`config.mk`:
```
export PLATFORM = sky130hd
export DESIGN_NAME = emem_bus_strobes
export DESIGN_NICKNAME = d
export VERILOG_FILES = /design/src/rtl/emem_pkg.sv /design/src/rtl/emem_sequencer.sv /design/src/rtl/emem_strobes.sv /design/src/rtl/emem_addr_port.sv /design/src/rtl/emem_bus_strobes.sv
export SDC_FILE = /design/constraint.sdc
export NUM_CORES = 1
export LEC_CHECK = 0
export ABC_AREA = 1
export BUFFER_PORTS_ARGS = -buffer_cell sky130_fd_sc_hd__buf_2
export CORE_MARGIN = 2
export CORE_UTILIZATION = 61
export CTS_BUF_LIST = sky130_fd_sc_hd__clkbuf_4
export CTS_CLUSTER_DIAMETER = 60
export DETAILED_ROUTE_END_ITERATION = 6
export PLACE_DENSITY = 0.95
export SLEW_MARGIN = 20
export SYNTH_ARGS = -nofsm -noshare
export SYNTH_HDL_FRONTEND = slang
export SYNTH_SLANG_ARGS = --single-unit
```
`constraint.sdc`:
```
create_clock -name clk -period 4.01 [get_ports clk]
set_clock_uncertainty 0.2 [all_clocks]
set_input_delay 0.6015 -clock clk [delete_from_list [all_inputs] [get_ports clk]]
set_output_delay 0.6015 -clock clk [all_outputs]
set_load 0.005 [all_outputs]
```
`src/rtl/emem_pkg.sv`:
```
package emem_pkg;

    // Cycle geometry
    localparam int CYCLE_CLKS = 12;
    localparam int HALF_CLKS  = CYCLE_CLKS / 2;
    localparam int ALE_CLKS   = 2;
    localparam int PSEN_FIRST = HALF_CLKS / 2;
    localparam int PH_W       = $clog2(CYCLE_CLKS);

    // Bus widths
    localparam int ADDR_W = 16;
    localparam int LO_W   = 8;
    localparam int HI_W   = ADDR_W - LO_W;

    typedef logic [PH_W-1:0]   ph_t;
    typedef logic [ADDR_W-1:0] addr_t;
    typedef logic [LO_W-1:0]   lo_t;
    typedef logic [HI_W-1:0]   hi_t;

    localparam ph_t PH_LAST   = ph_t'(CYCLE_CLKS - 1);
    localparam ph_t PH_HALF   = ph_t'(HALF_CLKS);
    localparam ph_t ALE_END   = ph_t'(ALE_CLKS);
    localparam ph_t PSEN_OFF0 = ph_t'(PSEN_FIRST);

    // What one machine cycle does, captured once per cycle
    typedef struct packed {
        logic  xdata;
        logic  wide;
        addr_t addr;
        hi_t   p2;
        logic  ale_off;
        logic  move;
    } mc_info_t;

    function automatic logic ph_second_half(input ph_t ph);
        return ph >= PH_HALF;
    endfunction

    function automatic ph_t ph_offset(input ph_t ph);
        return ph_second_half(ph) ? ph - PH_HALF : ph;
    endfunction

endpackage

```
`src/rtl/emem_sequencer.sv`:
```
module emem_sequencer
    import emem_pkg::*;
(
    input  logic     clk,
    input  logic     rst,
    input  mc_info_t in_info,
    output ph_t      nxt_ph,
    output mc_info_t nxt_info
);

    ph_t      ph_q;
    mc_info_t info_q;
    logic     wrap;

    assign wrap = (ph_q == PH_LAST);

    always_comb begin
        if (rst) begin
            nxt_ph   = '0;
            nxt_info = '0;
        end else begin
            nxt_ph   = wrap ? '0 : ph_q + ph_t'(1);
            nxt_info = wrap ? in_info : info_q;
        end
    end

    always_ff @(posedge clk) begin
        if (rst) begin
            ph_q   <= '0;
            info_q <= '0;
        end else begin
            ph_q   <= nxt_ph;
            info_q <= nxt_info;
        end
    end

endmodule

```
`src/rtl/emem_strobes.sv`:
```
module emem_strobes
    import emem_pkg::*;
(
    input  logic clk,
    input  logic rst,
    input  ph_t  nxt_ph,
    input  logic xdata,
    input  logic ale_gate,
    output logic ale,
    output logic psen_n
);

    logic half;
    ph_t  off;
    logic ale_d;
    logic psen_d;

    always_comb begin
        half   = ph_second_half(nxt_ph);
        off    = ph_offset(nxt_ph);
        ale_d  = ale_gate && (off < ALE_END) && (!half || !xdata);
        psen_d = !xdata && (off >= PSEN_OFF0);
    end

    always_ff @(posedge clk) begin
        if (rst) begin
            ale    <= 1'b0;
            psen_n <= 1'b1;
        end else begin
            ale    <= ale_d;
            psen_n <= !psen_d;
        end
    end

endmodule

```
`src/rtl/emem_addr_port.sv`:
```
module emem_addr_port
    import emem_pkg::*;
(
    input  logic  clk,
    input  logic  rst,
    input  ph_t   nxt_ph,
    input  logic  xdata,
    input  logic  wide,
    input  addr_t addr,
    input  hi_t   p2_latch,
    output lo_t   p0_out,
    output logic  p0_oe,
    output hi_t   p2_out
);

    logic  half;
    ph_t   off;
    addr_t fetch_addr;
    addr_t drv_addr;
    logic  addr_slot;
    hi_t   p2_d;

    always_comb begin
        half       = ph_second_half(nxt_ph);
        off        = ph_offset(nxt_ph);
        fetch_addr = addr + addr_t'(half);
        drv_addr   = xdata ? addr : fetch_addr;
        addr_slot  = (off <= ALE_END) && (!half || !xdata);
        if (!xdata)
            p2_d = fetch_addr[ADDR_W-1:LO_W];
        else if (wide)
            p2_d = addr[ADDR_W-1:LO_W];
        else
            p2_d = p2_latch;
    end

    always_ff @(posedge clk) begin
        if (rst) begin
            p0_out <= '0;
            p0_oe  <= 1'b0;
            p2_out <= '0;
        end else begin
            p0_out <= addr_slot ? drv_addr[LO_W-1:0] : '0;
            p0_oe  <= addr_slot;
            p2_out <= p2_d;
        end
    end

endmodule

```
`src/rtl/emem_bus_strobes.sv`:
```
module emem_bus_strobes
    import emem_pkg::*;
(
    input  logic              clk,
    input  logic              rst,
    input  logic              cyc_xdata,
    input  logic              cyc_wide,
    input  logic [ADDR_W-1:0] acc_addr,
    input  logic [HI_W-1:0]   p2_latch,
    input  logic              ale_off,
    input  logic              ext_move,
    output logic              ale,
    output logic              psen_n,
    output logic [LO_W-1:0]   p0_out,
    output logic              p0_oe,
    output logic [HI_W-1:0]   p2_out
);

    mc_info_t in_info;
    mc_info_t nxt_info;
    ph_t      nxt_ph;
    logic     ale_gate;

    always_comb begin
        in_info.xdata   = cyc_xdata;
        in_info.wide    = cyc_wide;
        in_info.addr    = acc_addr;
        in_info.p2      = p2_latch;
        in_info.ale_off = ale_off;
        in_info.move    = ext_move;
        ale_gate        = !nxt_info.ale_off || nxt_info.move;
    end

    emem_sequencer i_seq (
        .clk      (clk),
        .rst      (rst),
        .in_info  (in_info),
        .nxt_ph   (nxt_ph),
        .nxt_info (nxt_info)
    );

    emem_strobes i_strb (
        .clk      (clk),
        .rst      (rst),
        .nxt_ph   (nxt_ph),
        .xdata    (nxt_info.xdata),
        .ale_gate (ale_gate),
        .ale      (ale),
        .psen_n   (psen_n)
    );

    emem_addr_port i_port (
        .clk      (clk),
        .rst      (rst),
        .nxt_ph   (nxt_ph),
        .xdata    (nxt_info.xdata),
        .wide     (nxt_info.wide),
        .addr     (nxt_info.addr),
        .p2_latch (nxt_info.p2),
        .p0_out   (p0_out),
        .p0_oe    (p0_oe),
        .p2_out   (p2_out)
    );

endmodule

```
Word-level counts from Yosys, hierarchy flattened
Index checks and enable logic that the tools add are counted.
{"block": "totals", "latch_bits": 0, "output_inout_bits": 19, "mem_bits_rw": 0, "regBits": 51, "elab_cells": 40, "memories": 0, "rom_bits": 0, "inputBits": 30}
{"block": "classes", "n_reduce_logical": 11, "n_bitwise": 1, "div": 0, "multipliers": 0, "eq_ne": 1, "addsub": 3, "shifts": 0, "magnitude_cmp": 4, "mux": 8}
{"cell": "28-bit 2-to-1 mux", "count": 2}
{"cell": "8-bit 2-to-1 mux", "count": 3}
{"cell": "16-bit by 1-bit adder with 16-bit output", "count": 1}
{"cell": "4-bit 2-to-1 mux", "count": 3}
{"cell": "4-bit by 1-bit adder with 4-bit output, second input constant", "count": 1}
{"cell": "4-bit == test, second input constant", "count": 1}
{"cell": "4-bit by 2-bit greater-or-equal comparator with 1-bit output, second input constant", "count": 1}
{"cell": "4-bit by 3-bit greater-or-equal comparator with 1-bit output, second input constant", "count": 1}
{"cell": "4-bit by 2-bit less-or-equal comparator with 1-bit output, second input constant", "count": 1}
{"cell": "1-bit logical AND", "count": 4}
{"cell": "1-bit zero test", "count": 4}
{"cell": "4-bit by 2-bit < comparator with 1-bit output, second input constant", "count": 1}
{"cell": "4-bit by 3-bit subtractor with 4-bit output, second input constant", "count": 1}
{"cell": "1-bit logical OR", "count": 2}
{"cell": "2-bit OR reduction", "count": 1}
{"cell": "1-bit inverter", "count": 1}

Longest topological paths before layout
{"block": "depth", "word_depth": 9, "mapped_depth": 14}

Cells and area by module
Synthesis repeated with hierarchy kept, for this count alone.
{"block": "unflattened", "cells_unflattened": 410, "hier_area_um2": 2630.0}
{"module": "emem_sequencer", "area_per_inst_um2": 1447.6, "seq_area_each_um2": 640.6, "n_inst": 1, "cells_per_inst": 230}
{"module": "emem_addr_port", "area_per_inst_um2": 1048.5, "seq_area_each_um2": 340.3, "n_inst": 1, "cells_per_inst": 157}
{"module": "emem_strobes", "area_per_inst_um2": 126.4, "seq_area_each_um2": 40.0, "n_inst": 1, "cells_per_inst": 21}
{"module": "emem_bus_strobes", "area_per_inst_um2": 7.5, "seq_area_each_um2": 0.0, "n_inst": 1, "cells_per_inst": 2}

Least setup slack after synthesis
No wires, ideal clock.
{"block": "synth_path", "path_kind": "input to register", "from": "in rst", "to": "reg i_port.p2_out[6]", "setup_slack_ns": 1.750, "t_arrival_ns": 1.943, "setup_ns": 0.117, "path_stages": 11, "t_required_ns": 3.693, "path_cell_list": "inv_1 -> buf_2 -> o21ai_0 -> nor2_1 -> ha_1 -> ha_1 -> nand2_2 -> nor2_4 -> nand3_1 -> nand3_1 -> nand2_1"}
{"block": "synth_between", "elab_cells_between_ends": 6}
{"item": "from (decl)", "line": "emem_bus_strobes.sv:5", "source": "input logic rst,"}
{"item": "28-bit 2-to-1 mux", "line": "emem_sequencer.sv:18", "source": "if (rst) begin"}
{"item": "net i_port.addr[0]", "line": "emem_addr_port.sv:9", "source": "input addr_t addr,"}
{"item": "16-bit by 1-bit adder with 16-bit output", "line": "emem_addr_port.sv:26", "source": "fetch_addr = addr + addr_t'(half);"}
{"item": "8-bit 2-to-1 mux", "line": "emem_addr_port.sv:29", "source": "if (!xdata)"}
{"item": "to (signal assigned)", "line": "emem_addr_port.sv:45", "source": "p2_out <= p2_d;"}
{"item": "to (decl)", "line": "emem_addr_port.sv:13", "source": "output hi_t p2_out"}
The timed path passes the listed nets, and every way through them passes these cells.
A chain may end at the register's enable or synchronous reset.

Worst setup path in the final report
{"block": "layout_path", "from": "reg i_seq.ph_q[0]", "to": "reg i_port.p2_out[4]"}
{"block": "layout_between", "elab_cells_between_ends": 10}
{"item": "from (decl)", "line": "emem_sequencer.sv:11", "source": "ph_t ph_q;"}
{"item": "from (signal assigned)", "line": "emem_sequencer.sv:32", "source": "ph_q <= nxt_ph;"}
{"item": "4-bit == test", "line": "emem_sequencer.sv:15", "source": "assign wrap = (ph_q == PH_LAST);"}
{"item": "28-bit 2-to-1 mux", "line": "emem_sequencer.sv:23", "source": "nxt_info = wrap ? in_info : info_q;"}
{"item": "28-bit 2-to-1 mux", "line": "emem_sequencer.sv:18"}
{"item": "net i_port.addr[0]", "line": "emem_addr_port.sv:9"}
{"item": "16-bit by 1-bit adder with 16-bit output", "line": "emem_addr_port.sv:26"}
{"item": "8-bit 2-to-1 mux", "line": "emem_addr_port.sv:29"}
The timed path passes the listed nets, and every way through them passes these cells.

==> impl_metrics.tcl <==
set metrics [dict create \
    outcome "finished clean" \
    drcViolationCount 0 \
    cts_setup_buffers 0 \
    setup_viol 0 \
    cts_tree "done" \
    fp.dieW_um 68.1 \
    synthesis.area_mm2 0.00250 \
    worstPathArrival_ns 2.89 \
    cts_made_buffers 5 \
    dieArea_mm2 0.00463 \
    hold_depth 2 \
    fin_tns_setup_ns 0 \
    power_uw 809 \
    yosysTopAreaCellShare_pct 40.8 \
    clockRootBuffer "clkbuf_4" \
    drv_cap 0 \
    num_vias 2225 \
    slew_headroom_pct 59.4 \
    ios 49 \
    worst_pin_slew_ns 0.608 \
    rows 23 \
    avgViaCountPerCell 4.96 \
    num_antenna_cells 0 \
    synth_area_leader_cell "dfxtp_1" \
    cts.sinks 51 \
    worstRegToRegCells 12 \
    clock_latency_ns 0.38 \
    crit_chain "ha_1 > nand3_2 > o21ai_0 > nor2_1 > ha_1 > ha_1 > nand2_2 > nor2_4 > nand2_1 > nand2_1 > nand3_1 > nand2_1" \
    grt_overflow 0 \
    layout.nets 432 \
    power_per_cell_area_mw_per_mm2 291 \
    firstDrtPassIters 4 \
    drv_slew 0 \
    seqCellArea_mm2 0.00102 \
    yosys-top-cells-area "dfxtp_1, nand2_1, inv_1" \
    slowest_delay_ns 0.46 \
    multiInputGateArea_mm2 0.00116 \
    core_mm2 0.00397 \
    antenna_found_initial 0 \
    place_area_mm2 0.00272 \
    timing.final.crit_share_pct 69.6 \
    syn_inst 353 \
    syn_nets 387 \
    cp_slowest_cell "nand3_2" \
    hold_buffers 0 \
    routabilityCongestion 0.922 \
    drive_gt1_share_pct 22.1 \
    hpwl_um 3800 \
    synth_cell_types 29 \
    numPortBuffers 48 \
    nFillCells 327 \
    rsz0062_at_grt "no" \
    fin_crit_ns 2.79 \
    leakage_uw 0.00146 \
    fp.dieH_um 68.1 \
    routedWlPerCell_um 11.3 \
    hold_path.class "primary input to flip-flop" \
    clockBufferDepth 2 \
    start_util_pct 63.0 \
    clk_pin_slew_ns 0.14 \
    worstPathRequired_ns 4.10 \
    start_kind "flip-flop" \
    area_growth_pct 11.0 \
    pre_cts_ws_ns 1.10 \
    syn_avg_cell_area_um2 7.09 \
    final_area_mm2 0.00278 \
    routed_wirelength_um 5060 \
    setup.worst_path.class "flip-flop to flip-flop" \
    worst_slack_ns 1.22 \
    ir_drop_uv 255 \
    grt_pass1_vias 2014 \
    track_usage_pct 24.7 \
    hold_violations 0 \
    htreeDepth 2 \
    fmax_mhz 358 \
    cts-resized-gates 0 \
    synth-seq-cells 51 \
    synth-seq-area-share_pct 40.8 \
    postRouteAntennaNets 0 \
    yosys_warnings 0 \
    crit_fanout 29 \
    grt_max_degree 30 \
    cp-end-kind "flip-flop" \
    grt_pass1_wl_um 8540 \
    drtIter0Drc 231 \
]
==> cells by family (layout without fill, tap and decap cells) <==
logic type,Yosys count,count (layout),share of synthesized area (%)
AOI/OAI and AO/OA,33,33,7.30
DFF,51,51,40.8
and+or+nand+nor,189,189,35.1
adders and majority gates,4,4,2.00
xor gates and xnor gates,6,6,2.10
buffers and inverters,70,116,12.7
==> metrics by stage <==
stage               hold slack [ns]  cells  utilization (%)
global placement              0.252    441             68.6
detailed placement            0.275    441             68.6
floorplan                     0.242    353                -
CTS                           0.264    449             70.0
finish                        0.277    449             70.0
global route                  0.273    449             70.0
==> worst max-delay path: cells and delay by family, from the launching register on <==
family | cells | cell delay, ns
flops | 1 | 0.41
compound gates | 1 | 0.40
fa+ha+maj | 3 | 0.72
simple gates | 8 | 0.97
==> final timing paths <==
kind	startpoint	end	slack, ns
setup reg to reg	i_seq.ph_q[0]	i_port.p2_out[4]	1.22
hold reg to reg	i_seq.info_q[0]	i_seq.info_q[0]	0.30
hold / removal	rst	i_seq.ph_q[0]	0.28
setup / recovery	i_seq.ph_q[0]	i_port.p2_out[4]	1.22
==> cell type report <==
class	count	share of cell area, %
clock inverters	3	0.675
repair buffers	50	9.18
inverters	58	7.92
clock buffers	5	1.35
multi-input cells	232	41.9
flip-flops and latches	51	36.7
well taps	50	2.25
==> cells in the mapped netlist (all sizes together) <==
library cell / n
buf: 10
o21ai: 24
and2: 1
nor3b: 1
nor2: 60
xor2: 6
nor3: 3
o211ai: 2
nand2: 90
inv: 58
nand4: 2
o22ai: 1
dfxtp: 51
a21oi: 6
clkbuf: 2
ha: 4
nand3: 32
==> power by group <==
part           internal (µW)  switching [µW]  total (µW)
Combinational           25.2            33.2        58.4
Clock                   68.8             162         231
Sequential               516            4.38         520
Total                    610             200         809
==> metal layers <==
layer | wire length (µm) | share of wire [%] | track usage, %
met1 | 2180 | 43 | 30.1
met5 | 0 | 0 | 0
met2 | 2400 | 47 | 41.5
met3 | 406 | 8.0 | 6.09
met4 | 76 | 1.5 | 10.0
==> cells in the final DEF, fill, tap and decap left out, types with 5 or more instances in the layout <==
master,instances
nand3_1,23
buf_2,48
clkbuf_4,5
a21oi_1,5
nor2_4,5
dfxtp_1,51
nand2_2,5
xor2_1,6
nor2_1,50
o21ai_0,19
inv_1,56
nand2_1,84
nor2_2,5
nand3_2,9
==> sequential cells by signal (all words and copies together) (netlist names) <==
name / count
i_port.p0_out: 8
i_seq.info_q: 28
i_port.p2_out: 8
i_port.p0_oe: 1
i_strb.psen_n: 1
i_seq.ph_q: 4
i_strb.ale: 1
(Power assumes the default switching activity.)
